===== config.mk =====
export PLATFORM = sky130hd
export DESIGN_NAME = vpic_top
export DESIGN_NICKNAME = d
export VERILOG_FILES = /design/src/rtl/vpic_pkg.sv /design/src/rtl/vpic_regs.sv /design/src/rtl/vpic_arbiter.sv /design/src/rtl/vpic_top.sv
export SDC_FILE = /design/constraint.sdc
export NUM_CORES = 1
export LEC_CHECK = 0
export BUFFER_PORTS_ARGS = -buffer_cell sky130_fd_sc_hd__buf_2
export CAP_MARGIN = 20
export CORE_MARGIN = 3
export CORE_UTILIZATION = 29
export CTS_BUF_LIST = sky130_fd_sc_hd__clkbuf_4 sky130_fd_sc_hd__clkbuf_8
export CTS_CLUSTER_SIZE = 10
export DETAILED_ROUTE_END_ITERATION = 8
export GPL_TIMING_DRIVEN = 0
export MAX_ROUTING_LAYER = met4
export PLACE_DENSITY_LB_ADDON = 0.08
export SYNTH_ARGS = -nofsm -noshare
export SYNTH_HDL_FRONTEND = slang
export SYNTH_HIERARCHICAL = 1
export SYNTH_SLANG_ARGS = --single-unit

===== constraint.sdc =====
create_clock -name clk -period 3.76 [get_ports clk]
set_input_delay 0.188 -clock clk [delete_from_list [all_inputs] [get_ports clk]]
set_output_delay 0.188 -clock clk [all_outputs]
set_load 0.01 [all_outputs]

===== src/rtl/vpic_pkg.sv =====
package vpic_pkg;
    localparam int NSRC        = 6;
    localparam int SRC_PER_REG = 3;
    localparam int FLAG_LSB    = 4;
    localparam int EN_LSB      = 1;
    localparam int IDX_W       = $clog2(NSRC);

    typedef enum logic {S_WAIT, S_ACK} ctl_state_t;

    // vector = 4 * (index + 1)
    function automatic logic [7:0] vec_of(input logic [IDX_W-1:0] idx);
        return 8'((32'(idx) + 1) * 4);
    endfunction
endpackage


===== src/rtl/vpic_regs.sv =====
module vpic_regs
    import vpic_pkg::*;
#(
    parameter int ADDR_W = 8,
    parameter int DATA_W = 8,
    parameter logic [ADDR_W-1:0] CTL0_ADDR = 'h0B,
    parameter logic [ADDR_W-1:0] CTL1_ADDR = 'h1E
) (
    input  logic              clk,
    input  logic              rst,
    input  logic [1:0]        ext_pin,
    input  logic [3:0]        tick,
    input  logic              reg_wr,
    input  logic [ADDR_W-1:0] reg_addr,
    input  logic [DATA_W-1:0] reg_wdata,
    output logic [DATA_W-1:0] reg_rdata,
    input  logic              take,
    input  logic [IDX_W-1:0]  take_idx,
    input  logic              ret_ei,
    input  logic              ret_plain,
    output logic [NSRC-1:0]   flag_q,
    output logic [NSRC-1:0]   en_q,
    output logic              master_q
);
    logic [1:0]      ext_prev;
    logic [NSRC-1:0] hw_set;
    logic            wr_ctl0;
    logic            unused_bits;

    assign wr_ctl0     = reg_wr && (reg_addr == CTL0_ADDR);
    assign hw_set      = {tick, ext_prev & ~ext_pin};
    assign unused_bits = reg_wdata[DATA_W-1];

    always_ff @(posedge clk) begin
        if (rst) ext_prev <= '0;
        else     ext_prev <= ext_pin;
    end

    always_ff @(posedge clk) begin
        if (rst)            master_q <= 1'b0;
        else if (take)      master_q <= 1'b0;
        else if (ret_ei)    master_q <= 1'b1;
        else if (ret_plain) master_q <= master_q;
        else if (wr_ctl0)   master_q <= reg_wdata[0];
    end

    for (genvar i = 0; i < NSRC; i++) begin : g_src
        localparam int RSEL = i / SRC_PER_REG;
        localparam int FBIT = FLAG_LSB + (i % SRC_PER_REG);
        localparam int EBIT = EN_LSB + (i % SRC_PER_REG);
        logic hit;
        assign hit = reg_wr && (reg_addr == ((RSEL == 0) ? CTL0_ADDR : CTL1_ADDR));

        always_ff @(posedge clk) begin
            if (rst)                                    flag_q[i] <= 1'b0;
            else if (hw_set[i])                         flag_q[i] <= 1'b1;
            else if (take && take_idx == IDX_W'(i))     flag_q[i] <= 1'b0;
            else if (hit)                               flag_q[i] <= reg_wdata[FBIT];
        end

        always_ff @(posedge clk) begin
            if (rst)      en_q[i] <= 1'b0;
            else if (hit) en_q[i] <= reg_wdata[EBIT];
        end
    end

    always_comb begin
        reg_rdata = '0;
        if (reg_addr == CTL0_ADDR) reg_rdata[0] = master_q;
        for (int i = 0; i < NSRC; i++) begin
            if (((i / SRC_PER_REG) == 0 && reg_addr == CTL0_ADDR) ||
                ((i / SRC_PER_REG) == 1 && reg_addr == CTL1_ADDR)) begin
                reg_rdata[FLAG_LSB + (i % SRC_PER_REG)] = flag_q[i];
                reg_rdata[EN_LSB + (i % SRC_PER_REG)]   = en_q[i];
            end
        end
    end
endmodule


===== src/rtl/vpic_arbiter.sv =====
module vpic_arbiter
    import vpic_pkg::*;
(
    input  logic [NSRC-1:0]  req,
    output logic             found,
    output logic [IDX_W-1:0] win
);
    // lowest index has the highest priority
    always_comb begin
        found = 1'b0;
        win   = '0;
        for (int i = NSRC - 1; i >= 0; i--) begin
            if (req[i]) begin
                found = 1'b1;
                win   = IDX_W'(i);
            end
        end
    end
endmodule


===== src/rtl/vpic_top.sv =====
module vpic_top
    import vpic_pkg::*;
#(
    parameter int ADDR_W = 8,
    parameter int DATA_W = 8,
    parameter logic [ADDR_W-1:0] CTL0_ADDR = 'h0B,
    parameter logic [ADDR_W-1:0] CTL1_ADDR = 'h1E
) (
    input  logic              clk,
    input  logic              rst,
    input  logic              phase_tick,
    input  logic [1:0]        ext_pin,
    input  logic              tmr0_ovf,
    input  logic              tmr1_ovf,
    input  logic              tbase_tick,
    input  logic              rtc_tick,
    input  logic              stack_full,
    input  logic [ADDR_W-1:0] reg_addr,
    input  logic              reg_wr,
    input  logic [DATA_W-1:0] reg_wdata,
    output logic [DATA_W-1:0] reg_rdata,
    input  logic              ret_ei,
    input  logic              ret_plain,
    output logic              irq_ack,
    output logic [7:0]        irq_vector
);
    ctl_state_t       state_q;
    logic [IDX_W-1:0] sel_q;
    logic [NSRC-1:0]  flag_q, en_q, eligible;
    logic             master_q, found, take;
    logic [IDX_W-1:0] win;

    assign eligible = flag_q & en_q & {NSRC{master_q & ~stack_full}};
    assign take     = (state_q == S_WAIT) && phase_tick && found;

    vpic_regs #(
        .ADDR_W(ADDR_W), .DATA_W(DATA_W),
        .CTL0_ADDR(CTL0_ADDR), .CTL1_ADDR(CTL1_ADDR)
    ) u_regs (
        .clk(clk), .rst(rst), .ext_pin(ext_pin),
        .tick({rtc_tick, tbase_tick, tmr1_ovf, tmr0_ovf}),
        .reg_wr(reg_wr), .reg_addr(reg_addr), .reg_wdata(reg_wdata),
        .reg_rdata(reg_rdata), .take(take), .take_idx(win),
        .ret_ei(ret_ei), .ret_plain(ret_plain),
        .flag_q(flag_q), .en_q(en_q), .master_q(master_q)
    );

    vpic_arbiter u_arb (.req(eligible), .found(found), .win(win));

    // state register: grant (S_WAIT->S_ACK), release (S_ACK->S_WAIT)
    always_ff @(posedge clk) begin
        if (rst) begin
            state_q <= S_WAIT;
            sel_q   <= '0;
        end else begin
            unique case (state_q)
                S_WAIT: if (take) begin
                    state_q <= S_ACK;
                    sel_q   <= win;
                end
                S_ACK:  state_q <= S_WAIT;
                default: state_q <= S_WAIT;
            endcase
        end
    end

    always_comb begin
        irq_ack    = 1'b0;
        irq_vector = 8'h00;
        unique case (state_q)
            S_ACK: begin
                irq_ack    = 1'b1;
                irq_vector = vec_of(sel_q);
            end
            default: ;
        endcase
    end
endmodule


==> flow_metrics.tcl, run 1 <==
set metrics [dict create \
    status "finished, final reports clean" \
    ys_ff_latch 19 \
    track_usage_pct 13.8 \
    avgSynthCellArea_um2 8.78 \
    cp_num_buf_inv 1 \
    synthTopCellsByArea "dfxtp_1, mux2i_1, nor2b_1, and3_1, a22oi_1" \
    fin_crit_sh_pct 71.0 \
    hold_viol 0 \
    row_count 23 \
    start_util_pct 30.5 \
    clk_pin_slew_ns 0.08 \
    netSwitchingPower_uw 104 \
    start_kind "register" \
    cpLargestDelayFamily "simple AND/OR/NAND/NOR gates" \
    yosys_warnings 6 \
    clockRootBuffer "clkbuf_8" \
    critical-path-max-stage-delay_ns 0.76 \
    die_w_um 71.6 \
    power_frac_comb_pct 13.1 \
    ys_types 36 \
    post_cts_buffers 0 \
    die-area_um2 5120 \
    clock_skew_ns 0.00430 \
    final_cell_mix "buf_2, dfxtp_1, mux2i_1" \
    antenna_cells 0 \
    numCtsBuffers 3 \
    fin_nets 219 \
    drv_cap 0 \
    timing.final.ws_setup_ns 1.09 \
    grt_pass1_vias 1115 \
    synth_top_cell_by_area "dfxtp_1" \
    overflow 0 \
    final_common_cell "buf_2" \
    seqPwrFrac_pct 50.3 \
    setup_viol 0 \
    fp.dieH_um 71.6 \
    hold_slack_ns 0.156 \
    post_cts_resized 0 \
    antenna_found_initial 0 \
    drive_gt1_share_pct 30.9 \
    required_ns 3.90 \
    wl_mm 3.37 \
    dp_slack_ns 1.13 \
    io_buffer_count 39 \
    worstPathCellList "nor2b_1 > and3_1 > inv_1 > a221oi_1 > or4bb_1 > a31oi_1 > mux2i_1" \
    swShare_pct 24.6 \
    cts_htree_levels 1 \
    ys.flop_type "dfxtp_1" \
    drc 0 \
    p_clk_share_pct 36.6 \
    utilization_pct 38.3 \
    io_pins 46 \
    grt_pass1_wl_mm 5.33 \
    ir_drop_v 0.000108 \
    arrival_ns 2.81 \
    post-dp-hpwl_mm 2.52 \
    syn_inst 142 \
    drtIter0Drc 49 \
    via_per_inst 4.92 \
    path_max_fanout 7 \
    worstMarginPinSlew_ns 0.875 \
    setup_tns_ns 0 \
    fmax_ghz 0.375 \
    critical-path-slowest-cell "a221oi_1" \
    num_vias 1172 \
    p_leak_uw 0.000745 \
    gp_congestion 0.741 \
    seq_area_frac_synth_pct 30.5 \
    p_int_uw 319 \
    synthToLayoutAreaGrowth_pct 25.5 \
    async_flop_share_pct 0 \
    worstSkewPairLatency_ns 0.26 \
    clock_path_buffers 2 \
    clock-sinks 19 \
    min-delay-path-class "primary input to register" \
    fillCellCount 432 \
    grt_start_max_net_pins 12 \
    cts_tree "built" \
    p_total_uw 423 \
    first_pass_iters 4 \
    slew_headroom_pct 41.7 \
    drv_slew 0 \
    yosys.area.top_type_share_pct 30.5 \
    powerDensity_nw_per_um2 271 \
    coreArea_um2 4090 \
    rsz0062_at_grt "no" \
    synth_edf_count 0 \
    wire_per_inst_um 14.2 \
    end_kind "register" \
    crit_type "register to register" \
    min_period_ns 2.67 \
    ant_nets 0 \
    hold_buffers 0 \
    syn-cell-area_um2 1250 \
]
registers in the layout, indices dropped and copies added (netlist names):
register and flops:
u_regs/en_q 6, u_regs/flag_q 6, sel_q 3, u_regs/ext_prev 2, state_q 1, u_regs/master_q 1
stage by stage:
step	cell area [um^2]	instances
3_5_place_dp	1520	234
3_3_place_gp	1520	234
2_1_floorplan	1260	145
6_report	1560	238
5_1_grt	1560	238
4_1_cts	1560	238
Yosys cell counts, drive strengths merged, types with 2 or more instances:
library cell / n
mux2i: 15
nor3b: 2
or4b: 2
nor3: 2
nand3: 2
a21oi: 6
conb: 2
and2: 2
a22oi: 6
or4bb: 3
nor2: 9
a31oi: 6
nor2b: 13
nand2b: 7
clkbuf: 4
nand4b: 2
and3: 8
buf: 7
nand2: 10
inv: 3
dfxtp: 19
layer usage:
layer | global-route usage (%) | routed length [um] | part of all wire [%] | up-vias
met2 | 21.5 | 1530 | 45 | 39
li1 | - | - | - | 597
met5 | - | 0 | 0 | -
met3 | 1.82 | 219 | 6.5 | 2
met4 | 5.01 | 20 | 0.59 | 0
met1 | 18.2 | 1600 | 47 | 534
power groups by stage:
stage	combinational [uW]	sequential, uW	clock, uW
6_report	55.5	213	155
5_1_grt	61.3	214	167
4_1_cts	55.4	213	161
3_5_place_dp	55.0	218	0
3_3_place_gp	53.4	218	0
2_1_floorplan	32.4	216	0
worst paths after layout:
kind	from	slack (ns)	to	cells past startpoint
setup reg to reg	u_regs/master_q	1.09	u_regs/flag_q[1]	7
hold / removal	ext_pin[1]	0.16	u_regs/ext_prev[1]	2
setup / recovery	u_regs/master_q	1.09	u_regs/flag_q[1]	7
hold reg to reg	u_regs/en_q[0]	0.48	u_regs/en_q[0]	2
cells by family (layout without fill, tap and decap cells):
group,Yosys count,in the layout,share of synthesized area [%]
AOI/OAI and AO/OA,21,21,11.6
xor gates and xnor gates,1,1,0.703
adders and majority gates,1,1,1.00
buffers and inverters,14,57,6.93
DFF,19,19,30.5
muxes,15,15,12.0
other,2,5,0.603
and+or+nand+nor,69,69,36.5
worst reg2reg max path: stages (launching register included):
cell      delay [ns]
dfxtp_1         0.33
nor2b_1         0.34
and3_1          0.29
inv_1           0.06
a221oi_1        0.76
or4bb_1         0.48
a31oi_1         0.21
mux2i_1         0.10
cell type report:
class	instances	area, um^2	share of cell area [%]
Buffer	11	75.1	4.80
Clock buffer	4	48.8	3.12
Inverter	3	11.3	0.720
Multi-Input combinational cell	112	791	50.6
Sequential cell	19	380	24.3
Tap cell	50	62.6	4.00
Timing Repair Buffer	39	195	12.5
Power figures use the tool's default switching activity.
==> run 2, diff against run 1 <==
- clock period: 3.76 -> 2.7 ns (I/O delays scaled with it)
==> flow_metrics.tcl, run 2 (same netlist as run 1, synthesis figures left out) <==
set metrics [dict create \
    end_kind "register" \
    drv_slew 0 \
    ir_drop_v 0.000150 \
    via_per_inst 4.95 \
    timing.final.ws_setup_ns 0.237 \
    utilization_pct 38.4 \
    fmax_ghz 0.406 \
    die_w_um 71.6 \
    grt_start_max_net_pins 12 \
    first_pass_iters 4 \
    antenna_cells 0 \
    critical-path-max-stage-delay_ns 0.57 \
    drive_gt1_share_pct 31.4 \
    slew_headroom_pct 50.4 \
    postPlaceCellArea_um2 1520 \
    start_kind "register" \
    reg2reg_depth 7 \
    num_vias 1178 \
    final_area_um2 1570 \
    fin_nets 219 \
    min_period_ns 2.46 \
    numCtsBuffers 3 \
    drtIter0Drc 49 \
    fin_crit_sh_pct 91.2 \
    post_cts_buffers 0 \
    powerDensity_nw_per_um2 375 \
    post-dp-hpwl_mm 2.52 \
    final_cell_mix "buf_2, dfxtp_1, mux2i_1" \
    final_common_cell "buf_2" \
    worstPathCellList "nor2b_1 > and3_1 > nor2_1 > nor3_1 > or4bb_1 > a31oi_1 > mux2i_1" \
    seqPwrFrac_pct 50.4 \
    drv_cap 0 \
    reg2reg_to "u_regs/flag_q[2]" \
    worstMarginPinSlew_ns 0.738 \
    hold_buffers 0 \
    rr_startpoint "u_regs/master_q" \
    cp_num_buf_inv 0 \
    coreArea_um2 4090 \
    hp-start "ext_pin[1]" \
    p_int_uw 445 \
    crit_type "register to register" \
    multiInputGateArea_um2 797 \
    rsz0062_at_grt "no" \
    io_pins 46 \
    p_leak_uw 0.000745 \
    critical-path-slowest-cell "nor3_1" \
    antenna_found_initial 0 \
    netSwitchingPower_uw 144 \
    row_count 23 \
    start_util_pct 30.5 \
    clock-sinks 19 \
    swShare_pct 24.5 \
    synthToLayoutAreaGrowth_pct 26.0 \
    ant_nets 0 \
    setup_viol 0 \
    grt_pass1_wl_mm 5.33 \
    largestRegisters "u_regs/en_q (6), u_regs/flag_q (6), sel_q (3)" \
    die-area_um2 5120 \
    overflow 0 \
    required_ns 2.84 \
    clock_path_buffers 2 \
    worstHoldPathCells 2 \
    worstSkewPairLatency_ns 0.26 \
    track_usage_pct 13.8 \
    clk_pin_slew_ns 0.08 \
    fillCellCount 430 \
    status "finished, final reports clean" \
    cts_htree_levels 1 \
    reg2reg_slack_ns 0.24 \
    p_clk_share_pct 36.5 \
    hold_viol 0 \
    clockRootBuffer "clkbuf_8" \
    wl_mm 3.38 \
    hold-path-endpoint "u_regs/ext_prev[1]" \
    power_frac_comb_pct 13.1 \
    fp.dieH_um 71.6 \
    wire_per_inst_um 14.2 \
    cts_tree "built" \
    arrival_ns 2.60 \
    io_buffer_count 39 \
    path_max_fanout 7 \
    dp_slack_ns 0.0730 \
    cpLargestDelayFamily "simple AND/OR/NAND/NOR gates" \
    drc 0 \
    clock_skew_ns 0.00484 \
    setup_tns_ns 0 \
    grt_pass1_vias 1115 \
    seq_area_um2 380 \
    gp_congestion 0.741 \
    min-delay-path-class "primary input to register" \
]
-- run 2: changes by cell type in the layout (fill, tap and decap cells not counted) --
cell / change
a221oi_1: -1
a221oi_2: +1
-- run 2: power by group through the flow --
| stage | sequential (uW) | clock, uW | combinational (uW) |
|---|---|---|---|
| after global routing | 298 | 233 | 85.3 |
| final | 297 | 215 | 77.3 |
| after floorplan | 301 | 0 | 45.1 |
| after global placement | 303 | 0 | 74.4 |
| after CTS | 297 | 224 | 77.1 |
| after detailed placement | 303 | 0 | 76.6 |
-- run 2: worst max path at each step --
stage | from | endpoint | slack (ns) | cells after the start
after CTS | u_regs/master_q | u_regs/flag_q[1] | 0.04 | 7
final | u_regs/master_q | u_regs/flag_q[2] | 0.24 | 7
after global routing | u_regs/master_q | u_regs/flag_q[2] | 0.02 | 7
after global placement | u_regs/master_q | u_regs/flag_q[1] | 0.13 | 7
after floorplan | u_regs/master_q | u_regs/flag_q[1] | 0.57 | 7
after detailed placement | u_regs/master_q | u_regs/flag_q[1] | 0.07 | 7
-- run 2: cell type report --
class / count / area share [%]
Buffer: 11 / 4.78
Clock buffer: 4 / 3.11
Inverter: 3 / 0.717
Multi-Input combinational cell: 112 / 50.8
Sequential cell: 19 / 24.2
Tap cell: 50 / 3.98
Timing Repair Buffer: 39 / 12.4
-- run 2: through the flow --
step	cells	hold WS (ns)	power, uW
final	238	0.103	589
after global routing	238	0.111	617
after CTS	238	0.0959	598
after detailed placement	234	0.371	380
after global placement	234	0.366	378
after floorplan	145	0.207	346
-- run 2: per-layer routing --
metal | wire length [um] | GRT usage, %
met5 | 0 | -
met4 | 20 | 5.01
met3 | 235 | 1.82
met2 | 1550 | 21.5
met1 | 1570 | 18.2
-- run 2: timing repair --
action                                  in CTS  in global routing
endpoints found under the hold margin        0                  0
gates resized for setup                      0                  1
endpoints found under the setup margin       0                  1
-- run 2: worst reg2reg max path: stages (launching register included) --
cell	delay, ns
dfxtp_1	0.33
nor2b_1	0.34
and3_1	0.30
nor2_1	0.06
nor3_1	0.57
or4bb_1	0.48
a31oi_1	0.18
mux2i_1	0.09
==> run 3, diff against run 2 <==
- MAX_ROUTING_LAYER: met4 -> not set
- clock period: 2.7 -> 3.1 ns (I/O delays scaled with it)
==> flow_metrics.tcl, run 3 (same netlist as run 1, synthesis figures left out) <==
set metrics [dict create \
    hold_viol 0 \
    largestRegisters "u_regs/en_q (6), u_regs/flag_q (6), sel_q (3)" \
    drv_cap 0 \
    numCtsBuffers 3 \
    start_kind "register" \
    antenna_found_initial 0 \
    seq_area_um2 380 \
    critical-path-slowest-cell "a221oi_1" \
    cpLargestDelayFamily "simple AND/OR/NAND/NOR gates" \
    drv_slew 0 \
    clockRootBuffer "clkbuf_8" \
    multiInputGateArea_um2 791 \
    end_kind "register" \
    rr_startpoint "u_regs/master_q" \
    coreArea_um2 4090 \
    start_util_pct 30.5 \
    io_buffer_count 39 \
    num_vias 1172 \
    synthToLayoutAreaGrowth_pct 25.5 \
    ir_drop_v 0.000130 \
    wire_per_inst_um 14.2 \
    status "finished, final reports clean" \
    fin_crit_sh_pct 86.1 \
    rsz0062_at_grt "no" \
    overflow 0 \
    reg2reg_slack_ns 0.43 \
    die-area_um2 5120 \
    grt_pass1_vias 1115 \
    ant_nets 0 \
    io_pins 46 \
    min_period_ns 2.67 \
    powerDensity_nw_per_um2 328 \
    first_pass_iters 4 \
    endpoint "u_regs/flag_q[1]" \
    hold_buffers 0 \
    cp_num_buf_inv 1 \
    crit_type "register to register" \
    clock-sinks 19 \
    worstMarginPinSlew_ns 0.874 \
    slew_headroom_pct 41.7 \
    path_max_fanout 7 \
    setup_viol 0 \
    fp.dieH_um 71.6 \
    crit_start "u_regs/master_q" \
    worstPathCellList "nor2b_1 > and3_1 > inv_1 > a221oi_1 > or4bb_1 > a31oi_1 > mux2i_1" \
    track_usage_pct 13.4 \
    fin_nets 219 \
    final_cell_mix "buf_2, dfxtp_1, mux2i_1" \
    cts_tree "built" \
    cp_num_cells 7 \
    antenna_cells 0 \
    p_leak_uw 0.000745 \
    critical-path-max-stage-delay_ns 0.76 \
    reg2reg_depth 7 \
    fmax_ghz 0.375 \
    gp_congestion 0.733 \
    setup_tns_ns 0 \
    row_count 23 \
    drive_gt1_share_pct 30.9 \
    required_ns 3.24 \
    min-delay-path-class "primary input to register" \
    grt_pass1_wl_mm 5.34 \
    post-dp-hpwl_mm 2.52 \
    die_w_um 71.6 \
    worstSkewPairLatency_ns 0.26 \
    drtIter0Drc 46 \
    clk_pin_slew_ns 0.08 \
    post_cts_resized 0 \
    reg2reg_to "u_regs/flag_q[1]" \
    drc 0 \
    grt_start_max_net_pins 12 \
    clock_path_buffers 2 \
    final_common_cell "buf_2" \
    wl_mm 3.37 \
    fillCellCount 432 \
    worstHoldPathCells 2 \
    cts_htree_levels 1 \
    post_cts_buffers 0 \
    arrival_ns 2.81 \
    dp.cells 234 \
    stdcell_count 238 \
    via_per_inst 4.92 \
    clock_skew_ns 0.00430 \
]
run 3: worst register-to-register path: stages (launching register included):
cell,delay (ns)
dfxtp_1,0.33
nor2b_1,0.34
and3_1,0.29
inv_1,0.06
a221oi_1,0.76
or4bb_1,0.48
a31oi_1,0.21
mux2i_1,0.10
run 3: worst min path at each step:
stage / start / to / slack [ns]
floorplan: rst / state_q / 0.23
global placement: ext_pin[0] / u_regs/ext_prev[0] / 0.39
detailed placement: ext_pin[0] / u_regs/ext_prev[0] / 0.39
CTS: ext_pin[1] / u_regs/ext_prev[1] / 0.12
global route: ext_pin[0] / u_regs/ext_prev[0] / 0.13
finish: ext_pin[1] / u_regs/ext_prev[1] / 0.12
run 3: stage by stage:
step / util [%] / setup WS (ns) / total power (uW) / hold slack [ns] / cell area, um^2
detailed placement: 37.1 / 0.473 / 331 / 0.391 / 1520
global route: 38.3 / 0.232 / 537 / 0.131 / 1560
floorplan: - / 0.974 / 301 / 0.227 / 1260
finish: 38.3 / 0.432 / 514 / 0.123 / 1560
CTS: 38.3 / 0.440 / 521 / 0.116 / 1560
global placement: 37.1 / 0.533 / 329 / 0.386 / 1520
run 3: cell type report:
type | count | share of cell area [%]
multi-input combinational | 112 | 50.6
sequential | 19 | 24.3
timing repair buffer | 39 | 12.5
buffer | 11 | 4.80
tap | 50 | 4.00
clock buffer | 4 | 3.12
inverter | 3 | 0.720
run 3: layer usage:
layer  routed length, um  global-route usage [%]  part of all wire (%)  vias up
li1                    -                       -                     -      597
met1                1600                    18.2                    47      534
met2                1530                    21.5                    45       39
met3                 219                    1.82                   6.5        2
met4                  20                    5.01                  0.59        0
met5                   0                       0                     0        -
run 3: report_power, final:
group	total (uW)	switching, uW	internal, uW
combinational	67.3	33.0	34.3
sequential	258	5.55	253
clock	188	87.7	100
total	514	126	387
